--- src/rtl/dr_pkg.sv ---
package dr_pkg;
  typedef logic [1:0] resp_t;
  typedef int unsigned uint_t;

  localparam resp_t RSP_MISS = 2'b00;
  localparam resp_t RSP_SHR  = 2'b01;
  localparam resp_t RSP_EXC  = 2'b10;
  localparam resp_t RSP_RTY  = 2'b11;

  // priority merge: larger code wins, retry on top
  function automatic resp_t resp_merge(resp_t a, resp_t b);
    return (a > b) ? a : b;
  endfunction

  function automatic logic is_data_hit(resp_t r);
    return (r == RSP_SHR) || (r == RSP_EXC);
  endfunction

  // hops needed moving in the increasing direction
  function automatic uint_t ring_dist(uint_t from, uint_t to, uint_t nodes);
    return (to + nodes - from) % nodes;
  endfunction

  // 0 = increasing-index ring, 1 = decreasing; tie to ring 0
  function automatic logic pick_ring(uint_t src, uint_t dst, uint_t nodes);
    uint_t cw;
    uint_t ccw;
    cw  = ring_dist(src, dst, nodes);
    ccw = ring_dist(dst, src, nodes);
    return (cw <= ccw) ? 1'b0 : 1'b1;
  endfunction
endpackage

--- src/rtl/snoop_tag_tracker.sv ---
module snoop_tag_tracker
  import dr_pkg::*;
#(
  parameter int TAG_W = 2
) (
  input  logic                  clk,
  input  logic                  rst_n,
  input  logic [1:0]            arr_vld,
  input  logic [1:0][TAG_W-1:0] arr_tag,
  input  resp_t [1:0]           arr_resp,
  output logic [1:0]            fin,
  output resp_t [1:0]           other_part
);
  localparam int TAGS = 1 << TAG_W;

  logic [TAGS-1:0] seen;
  resp_t           part [TAGS];
  logic            same_tag;

  assign same_tag = arr_vld[0] && arr_vld[1] && (arr_tag[0] == arr_tag[1])
                    && !seen[arr_tag[0]];

  assign fin[0] = arr_vld[0] && seen[arr_tag[0]];
  assign fin[1] = arr_vld[1] && (seen[arr_tag[1]] || same_tag);

  assign other_part[0] = part[arr_tag[0]];
  assign other_part[1] = same_tag ? arr_resp[0] : part[arr_tag[1]];

  always_ff @(posedge clk) begin
    if (!rst_n) begin
      seen <= '0;
      for (int t = 0; t < TAGS; t++) part[t] <= RSP_MISS;
    end else begin
      for (int r = 0; r < 2; r++) begin
        if (arr_vld[r]) begin
          if (fin[r]) begin
            seen[arr_tag[r]] <= 1'b0;
          end else if (!same_tag) begin
            seen[arr_tag[r]] <= 1'b1;
            part[arr_tag[r]] <= arr_resp[r];
          end
        end
      end
    end
  end

  // a lone first arrival leaves its tag marked for the other ring
  a_r3_first_marks: assert property (@(posedge clk) disable iff (!rst_n)
    (arr_vld[0] && !fin[0] && !same_tag) |=> seen[$past(arr_tag[0])]);
  // the second arrival retires the tag
  a_r4_second_retires: assert property (@(posedge clk) disable iff (!rst_n)
    (arr_vld[1] && fin[1] && !(arr_vld[0] && !fin[0] && arr_tag[0] == arr_tag[1]))
    |=> !seen[$past(arr_tag[1])]);
  // a same-cycle pair splits early on ring 0, final on ring 1
  a_r5_pair_split: assert property (@(posedge clk) disable iff (!rst_n)
    same_tag |-> (!fin[0] && fin[1]));
endmodule

--- src/rtl/ring_hop_stage.sv ---
module ring_hop_stage
  import dr_pkg::*;
#(
  parameter int NODES   = 4,
  parameter int NODE_ID = 0,
  parameter int TAG_W   = 2,
  parameter int NODE_W  = 2,
  parameter int ADDR_W  = 16
) (
  input  logic              clk,
  input  logic              rst_n,
  input  logic              lau_vld,
  input  logic [TAG_W-1:0]  lau_tag,
  input  logic [ADDR_W-1:0] lau_addr,
  input  logic              rx_vld,
  input  logic [TAG_W-1:0]  rx_tag,
  input  logic [NODE_W-1:0] rx_org,
  input  logic [ADDR_W-1:0] rx_addr,
  input  resp_t             rx_resp,
  input  resp_t             dir_resp,
  input  logic              fin,
  input  resp_t             other_part,
  output logic              arrive,
  output logic              tx_vld,
  output logic [TAG_W-1:0]  tx_tag,
  output logic [NODE_W-1:0] tx_org,
  output logic [ADDR_W-1:0] tx_addr,
  output resp_t             tx_resp,
  output logic              tx_fin,
  output logic              cmp_vld,
  output logic [TAG_W-1:0]  cmp_tag,
  output resp_t             cmp_resp,
  output logic              idr_vld,
  output logic [TAG_W-1:0]  idr_tag,
  output logic [NODE_W-1:0] idr_dst,
  output logic              idr_ring
);
  localparam logic [NODE_W-1:0] SELF = NODE_W'(NODE_ID);

  logic  own_ret;
  logic  idr_fire;
  resp_t fwd_resp;

  assign own_ret  = rx_vld && (rx_org == SELF);
  assign arrive   = rx_vld && !own_ret;
  assign fwd_resp = resp_merge(resp_merge(rx_resp, dir_resp),
                               fin ? other_part : RSP_MISS);
  assign idr_fire = arrive && !fin && is_data_hit(dir_resp);

  always_ff @(posedge clk) begin
    if (!rst_n) begin
      tx_vld   <= 1'b0;
      cmp_vld  <= 1'b0;
      idr_vld  <= 1'b0;
      tx_tag   <= '0;
      tx_org   <= '0;
      tx_addr  <= '0;
      tx_resp  <= RSP_MISS;
      tx_fin   <= 1'b0;
      cmp_tag  <= '0;
      cmp_resp <= RSP_MISS;
      idr_tag  <= '0;
      idr_dst  <= '0;
      idr_ring <= 1'b0;
    end else begin
      tx_vld  <= lau_vld || arrive;
      cmp_vld <= own_ret;
      idr_vld <= idr_fire;
      if (lau_vld) begin
        tx_tag  <= lau_tag;
        tx_org  <= SELF;
        tx_addr <= lau_addr;
        tx_resp <= RSP_MISS;
        tx_fin  <= 1'b0;
      end else if (arrive) begin
        tx_tag  <= rx_tag;
        tx_org  <= rx_org;
        tx_addr <= rx_addr;
        tx_resp <= fwd_resp;
        tx_fin  <= fin;
      end
      if (own_ret) begin
        cmp_tag  <= rx_tag;
        cmp_resp <= rx_resp;
      end
      if (idr_fire) begin
        idr_tag  <= rx_tag;
        idr_dst  <= rx_org;
        idr_ring <= pick_ring(uint_t'(NODE_ID), uint_t'(rx_org), uint_t'(NODES));
      end
    end
  end

  // input rule, the launch slot is never shared with a forward
  a_r1_slot_free: assert property (@(posedge clk) disable iff (!rst_n)
    !(lau_vld && arrive));
  a_r1_launch_clean: assert property (@(posedge clk) disable iff (!rst_n)
    lau_vld |=> (tx_vld && tx_org == SELF && tx_resp == RSP_MISS && !tx_fin));
  a_r2_merge_covers: assert property (@(posedge clk) disable iff (!rst_n)
    (arrive && !lau_vld) |=> (tx_resp >= $past(rx_resp) && tx_resp >= $past(dir_resp)));
  a_r6_own_consumed: assert property (@(posedge clk) disable iff (!rst_n)
    (own_ret && !lau_vld) |=> (!tx_vld && cmp_vld && cmp_resp == $past(rx_resp)));
  a_r7_fields_kept: assert property (@(posedge clk) disable iff (!rst_n)
    (arrive && !lau_vld) |=> (tx_tag == $past(rx_tag) && tx_org == $past(rx_org)
                              && tx_addr == $past(rx_addr)));
  a_r8_idr_early_only: assert property (@(posedge clk) disable iff (!rst_n)
    idr_vld |-> (tx_vld && !tx_fin && idr_tag == tx_tag));
endmodule

--- src/rtl/dual_ring_resp_combiner.sv ---
module dual_ring_resp_combiner
  import dr_pkg::*;
#(
  parameter int NODES   = 4,
  parameter int NODE_ID = 0,
  parameter int TAG_W   = 2,
  parameter int ADDR_W  = 16,
  localparam int NODE_W = (NODES > 1) ? $clog2(NODES) : 1
) (
  input  logic                   clk,
  input  logic                   rst_n,
  input  logic                   lau_vld,
  input  logic [TAG_W-1:0]       lau_tag,
  input  logic [ADDR_W-1:0]      lau_addr,
  input  logic [1:0]             rx_vld,
  input  logic [1:0][TAG_W-1:0]  rx_tag,
  input  logic [1:0][NODE_W-1:0] rx_org,
  input  logic [1:0][ADDR_W-1:0] rx_addr,
  input  logic [1:0][1:0]        rx_resp,
  input  logic [1:0][1:0]        dir_resp,
  output logic [1:0]             tx_vld,
  output logic [1:0][TAG_W-1:0]  tx_tag,
  output logic [1:0][NODE_W-1:0] tx_org,
  output logic [1:0][ADDR_W-1:0] tx_addr,
  output logic [1:0][1:0]        tx_resp,
  output logic [1:0]             tx_fin,
  output logic [1:0]             cmp_vld,
  output logic [1:0][TAG_W-1:0]  cmp_tag,
  output logic [1:0][1:0]        cmp_resp,
  output logic [1:0]             idr_vld,
  output logic [1:0][TAG_W-1:0]  idr_tag,
  output logic [1:0][NODE_W-1:0] idr_dst,
  output logic [1:0]             idr_ring
);
  logic [1:0]  arrive;
  logic [1:0]  fin;
  resp_t [1:0] other_part;

  snoop_tag_tracker #(.TAG_W(TAG_W)) u_trk (
    .clk        (clk),
    .rst_n      (rst_n),
    .arr_vld    (arrive),
    .arr_tag    (rx_tag),
    .arr_resp   (rx_resp),
    .fin        (fin),
    .other_part (other_part)
  );

  for (genvar r = 0; r < 2; r++) begin : g_ring
    ring_hop_stage #(
      .NODES(NODES), .NODE_ID(NODE_ID), .TAG_W(TAG_W),
      .NODE_W(NODE_W), .ADDR_W(ADDR_W)
    ) u_stage (
      .clk        (clk),
      .rst_n      (rst_n),
      .lau_vld    (lau_vld),
      .lau_tag    (lau_tag),
      .lau_addr   (lau_addr),
      .rx_vld     (rx_vld[r]),
      .rx_tag     (rx_tag[r]),
      .rx_org     (rx_org[r]),
      .rx_addr    (rx_addr[r]),
      .rx_resp    (rx_resp[r]),
      .dir_resp   (dir_resp[r]),
      .fin        (fin[r]),
      .other_part (other_part[r]),
      .arrive     (arrive[r]),
      .tx_vld     (tx_vld[r]),
      .tx_tag     (tx_tag[r]),
      .tx_org     (tx_org[r]),
      .tx_addr    (tx_addr[r]),
      .tx_resp    (tx_resp[r]),
      .tx_fin     (tx_fin[r]),
      .cmp_vld    (cmp_vld[r]),
      .cmp_tag    (cmp_tag[r]),
      .cmp_resp   (cmp_resp[r]),
      .idr_vld    (idr_vld[r]),
      .idr_tag    (idr_tag[r]),
      .idr_dst    (idr_dst[r]),
      .idr_ring   (idr_ring[r])
    );
  end

  // two different tags handled in one cycle keep separate roles
  a_r11_split_tags: assert property (@(posedge clk) disable iff (!rst_n)
    (fin[0] && fin[1]) |-> (rx_tag[0] != rx_tag[1]));
endmodule

--- config.mk ---
export PLATFORM = sky130hd
export DESIGN_NAME = dual_ring_resp_combiner
export DESIGN_NICKNAME = d
export VERILOG_FILES = /design/src/rtl/dr_pkg.sv /design/src/rtl/snoop_tag_tracker.sv /design/src/rtl/ring_hop_stage.sv /design/src/rtl/dual_ring_resp_combiner.sv
export SDC_FILE = /design/constraint.sdc
export NUM_CORES = 1
export LEC_CHECK = 0
export BUFFER_PORTS_ARGS = -buffer_cell sky130_fd_sc_hd__buf_4
export CORE_ASPECT_RATIO = 1.75
export CORE_UTILIZATION = 45
export DETAILED_ROUTE_END_ITERATION = 10
export HOLD_SLACK_MARGIN = 0.15
export PLACE_DENSITY = 0.73
export SYNTH_ARGS = -nofsm -noshare
export SYNTH_HDL_FRONTEND = slang
export SYNTH_HIERARCHICAL = 1
export SYNTH_SLANG_ARGS = --single-unit
--- constraint.sdc ---
create_clock -name clk -period 3.4 [get_ports clk]
set_input_delay 1.02 -clock clk [delete_from_list [all_inputs] [get_ports clk]]
set_output_delay 1.02 -clock clk [all_outputs]
set_load 0.03 [all_outputs]
Word level (Yosys, flattened, before mapping)
Memories as Yosys holds them, arrays and structs flattened.
Index checks and enable logic that the tools add are counted.
{"block": "word_totals", "word_cells": 134, "ram_bits": 8, "reg_bits": 74, "mem_count": 1}
{"block": "op_classes", "eq_ne": 5, "n_bitwise": 7, "mux": 48, "reduce_logical": 32, "n_lt_le_gt_ge": 10, "n_addsub": 4}
{"name": "u_trk.part", "depth": 4, "width": 2, "rd": 2, "rd_ports_with_merged_regs": 0, "wr": 4, "line_no": "snoop_tag_tracker.sv:17", "source": "resp_t part [TAGS];"}
{"cell": "$mux 16", "n": 4}
{"cell": "$mux 2", "n": 15}
{"cell": "$mux 4", "n": 7}
{"cell": "$mux 1", "n": 18}
{"cell": "$logic_and 1x1->1", "n": 15}
{"cell": "$and 4x4->4", "n": 2}
{"cell": "$gt 2x2->1", "n": 4}
{"cell": "$not 4->4", "n": 2}
{"cell": "$or 4x4->4", "n": 2}
{"cell": "$lt 2x3->1 const B", "n": 2}
{"cell": "$reduce_or 2->1", "n": 3}
{"cell": "$logic_not 1->1", "n": 5}
{"cell": "$logic_or 1x1->1", "n": 5}
{"cell": "$add 2x1->2 const B", "n": 2}
{"cell": "$bmux 1 s2", "n": 2}
{"cell": "$demux 1 s2", "n": 2}
{"cell": "$eq 2x1->1 const B", "n": 2}
{"cell": "$eq 2x2->1 const B", "n": 2}
{"cell": "$ge 2x1->1 const B", "n": 2}
{"cell": "$le 2x2->1", "n": 2}
{"cell": "$logic_not 2->1", "n": 2}
{"cell": "$reduce_bool 2->1", "n": 2}
{"cell": "$sub 1x2->2 const A", "n": 2}
{"cell": "$eq 2x2->1", "n": 1}
{"cell": "$not 1->1", "n": 1}

Depth between registers and ports, before layout
{"block": "logic_depth", "depth_word": 15, "depth_mapped": 13, "mapped_depth_nobuf": 11}

Cells and area by module
Netlist, hierarchy kept.
{"module": "ring_hop_stage", "area_per_inst_um2": 1520.2, "instances": 2, "cells_each": 187, "seq_area_each_um2": 700.7}
{"module": "snoop_tag_tracker", "area_per_inst_um2": 1032.2, "instances": 1, "cells_each": 102, "seq_area_each_um2": 320.3}

Worst setup path after synthesis
Ideal clock, no wire load.
{"block": "synth_path", "path_kind": "input -> register", "start": "input port rx_tag[0] (netlist name)", "end": "register g_ring[1].u_stage.tx_resp[0]", "setup_ns": 0.091, "arrival_ns": 3.304, "required_time_ns": 3.309, "path_stages": 12, "path_slack_ns": 0.005, "cell_sequence": "buf_6 -> mux4_2 -> nand2b_4 -> buf_6 -> nor2_1 -> mux2_2 -> and2_1 -> ha_1 -> nor2b_1 -> a2bb2oi_1 -> o211ai_1 -> a311oi_1"}
{"element": "from (decl)", "line_no": "dual_ring_resp_combiner.sv:16", "source": "input logic [1:0][TAG_W-1:0] rx_tag,"}
{"element": "to (signal assigned)", "line_no": "ring_hop_stage.sv:79", "source": "tx_resp <= fwd_resp;"}
{"element": "to (decl)", "line_no": "ring_hop_stage.sv:28", "source": "output resp_t tx_resp,"}

==> impl_metrics.tcl <==
set metrics [dict create \
    endpoint_kind "flip-flop" \
    power_density_nw_per_um2 475 \
    path_class "in -> reg" \
    syn-instance-count 476 \
    worst_pin_slew_ns 0.552 \
    antenna_found_initial 0 \
    yosysWarnings 6 \
    synth_largest_area_cell "dfxtp_1" \
    drc_errors 0 \
    syn_area_per_cell_um2 8.56 \
    hp-class "reg -> reg" \
    rr_endpoint "g_ring[1].u_stage/tx_resp[0]" \
    synthTopCellsByArea "dfxtp_1 (36%), nand2_1 (9.1%), a31oi_1 (6.1%), o21ai_0 (6.1%), edfxtp_1 (5.9%)" \
    wl_per_cell_um 17.0 \
    cp_num_cells 11 \
    row_count 45 \
    vias 4067 \
    synth.most_common_cell "nand2_1" \
    cts_resized 0 \
    clk_path_buf_depth 2 \
    instances_no_fill 731 \
    postCtsSetupBuffers 0 \
    crit_start "rx_tag[0]" \
    grt_pass1_wl_mm 18.9 \
    utilization_pct 63.3 \
    synth_commonest_cells "nand2_1 (99), dfxtp_1 (74), o21ai_0 (50), a31oi_1 (40), nand3_1 (20)" \
    nNetsFinal 692 \
    cts-buffers-inserted 9 \
    drv_cap 0 \
    cts_hold_buf 0 \
    setup.worst_path.end "g_ring[1].u_stage/tx_resp[0]" \
    ys_seq_elements 82 \
    port-buffer-count 140 \
    syn_area_um2 4070 \
    crit_required_ns 3.64 \
    nFillCells 783 \
    dieArea_um2 9450 \
    synth-edff-count 8 \
    design_area_um2 5530 \
    crit_slowest_cell "mux4_2" \
    antenna_cells 0 \
    htree_levels 3 \
    dp_cells 715 \
    drv_slew 0 \
    clk_pin_slew_ns 0.06 \
    vias_per_cell 5.56 \
    first_pass_iters 5 \
    placed_cell_area_um2 5230 \
    crit_path_max_incr_delay_ns 0.50 \
    syn_nets 559 \
    dieHeight_um 128 \
    cp_max_fo 3 \
    area_growth_pct 35.7 \
    final_layout_size_suffix_gt1_share_pct 31.3 \
    die_w_um 73.9 \
    status "finished, final reports clean" \
    grt.total_usage_pct 26.9 \
    cts_tree "built" \
    skew_ns 0.00400 \
    synth_seq_area_share_pct 42.3 \
    cts_sinks 82 \
    r2r_cells 10 \
    start_util_pct 46.7 \
    fmax_mhz 319 \
    fin_setup_tns_ns 0 \
    first_global_vias 3762 \
    relSlewSlack_pct 63.2 \
    worst_setup_path_start_kind "primary input" \
    dp_hpwl_mm 9.49 \
    gp_congestion 0.903 \
    hold_viol 0 \
    synthFlopType "dfxtp_1" \
    timing.hold.ws_ns 0.457 \
    clock_latency_ns 0.33 \
    setup_viol 0 \
    grt_setup_unrepaired "no" \
    irDropWorstVdd_mv 0.286 \
    p_leak_nw 2.37 \
    finalCritPeriodShare_pct 92.2 \
    rrSetupSlack_ns 0.72 \
    crit_chain "buf_4 > mux4_2 > nand2b_4 > nor2_1 > mux2_2 > and2_1 > ha_1 > nor2b_1 > a2bb2oi_1 > o211ai_1 > a311oi_1" \
    crit-reg2reg-launch "u_trk/seen[3]" \
    cp_num_buf_inv 1 \
    yosysTopAreaCellShare_pct 36.4 \
    synth_cell_type_count 51 \
    grt_max_degree 35 \
    clockRootBuffer "clkbuf_16" \
    crit_family "multiplexers" \
    crit_arrival_ns 3.38 \
    core_um2 8730 \
    first_iter_violations 227 \
    overflow 0 \
    async_reset_ff_share_pct 0 \
    finalCriticalPeriod_ns 3.13 \
    wirelength_mm 12.4 \
    pin_count 141 \
    ant_nets 0 \
]
==> worst reg2reg max path, stage by stage (launching register included) <==
cell,delay [ns]
dfxtp_1,0.35
mux4_2,0.49
nand2b_4,0.18
nor2_1,0.18
mux2_2,0.35
and2_1,0.17
ha_1,0.18
nor2b_1,0.13
a2bb2oi_1,0.21
o211ai_1,0.11
a311oi_1,0.24
==> worst min path at each step <==
stage,endpoint,cells after the start,from,slack [ns]
floorplan,u_trk/seen[3],2,u_trk/seen[3],0.50
global placement,g_ring[0].u_stage/tx_fin,2,g_ring[0].u_stage/tx_fin,0.45
detailed placement,g_ring[1].u_stage/tx_fin,2,g_ring[1].u_stage/tx_fin,0.45
CTS,g_ring[1].u_stage/tx_fin,2,g_ring[1].u_stage/tx_fin,0.46
global route,g_ring[0].u_stage/idr_tag[1],2,g_ring[0].u_stage/idr_tag[1],0.49
finish,g_ring[1].u_stage/tx_fin,2,g_ring[1].u_stage/tx_fin,0.46
==> layout make-up <==
class / count / area [um2] / share of cell area [%]
Clock buffer: 10 / 239 / 4.32
Clock inverter: 6 / 63.8 / 1.15
Inverter: 14 / 52.6 / 0.951
Multi-Input combinational cell: 344 / 2120 / 38.3
Sequential cell: 82 / 1720 / 31.1
Tap cell: 117 / 146 / 2.65
Timing Repair Buffer: 158 / 1190 / 21.5
==> cells in the final DEF, fill, tap and decap left out, types with 3 or more instances in the layout <==
cell	Yosys	final
buf_4	2	158
nand2_1	99	99
dfxtp_1	74	74
o21ai_0	50	50
a31oi_1	40	40
nand3_1	20	20
inv_1	12	12
ha_1	12	12
nor2b_1	11	11
clkbuf_16	0	9
nor2_1	9	9
a21oi_1	8	8
mux2i_1	8	8
edfxtp_1	8	8
and2_1	7	7
nand2b_1	7	7
o211ai_1	6	6
nor3_1	5	5
xnor2_1	4	4
mux4_2	4	4
o22ai_1	4	4
nand3b_1	4	4
and3_1	4	4
nand4_1	3	3
o221ai_1	3	3
a22oi_1	3	3
==> per-layer routing <==
layer	global-route usage (%)	vias up	part of all wire (%)
met5	0	-	0
met4	15.0	0	4.3
met3	6.05	30	6.4
met2	47.6	163	53
met1	28.4	1894	36
li1	-	1980	-
==> sequential cells by signal (all words and copies together) (netlist names) <==
name / count
u_trk/seen: 4
g_ring.u_stage/tx_org: 4
g_ring.u_stage/cmp_vld: 2
g_ring.u_stage/tx_fin: 2
g_ring.u_stage/idr_ring: 2
u_trk/part: 8
g_ring.u_stage/idr_tag: 4
g_ring.u_stage/cmp_tag: 4
g_ring.u_stage/idr_vld: 2
g_ring.u_stage/idr_dst: 4
g_ring.u_stage/tx_tag: 4
g_ring.u_stage/tx_addr: 32
g_ring.u_stage/tx_resp: 4
g_ring.u_stage/tx_vld: 2
g_ring.u_stage/cmp_resp: 4
==> cell families after synthesis <==
| logic type | count (synthesis) | share of synthesized area, % |
|---|---|---|
| compound gates | 134 | 20.7 |
| xor+xnor | 4 | 0.860 |
| fa+ha+maj | 12 | 3.69 |
| buf+inv | 50 | 5.71 |
| flops | 82 | 42.3 |
| mux | 16 | 6.02 |
| simple gates | 178 | 20.8 |
==> report_power, final <==
part / internal, mW / leakage (nW) / switching [mW]
clock: 0.590 / 0.153 / 0.394
sequential: 1.04 / 0.695 / 0.0372
combinational: 0.233 / 1.52 / 0.330
total: 1.86 / 2.37 / 0.761
==> stage by stage <==
step | setup WS, ns | power (mW)
detailed placement | -0.0672 | 1.66
finish | 0.266 | 2.62
global placement | 0.0136 | 1.65
CTS | 0.290 | 2.64
floorplan | 0.00489 | 1.42
global route | 0.161 | 2.74
(Power assumes the default switching activity.)
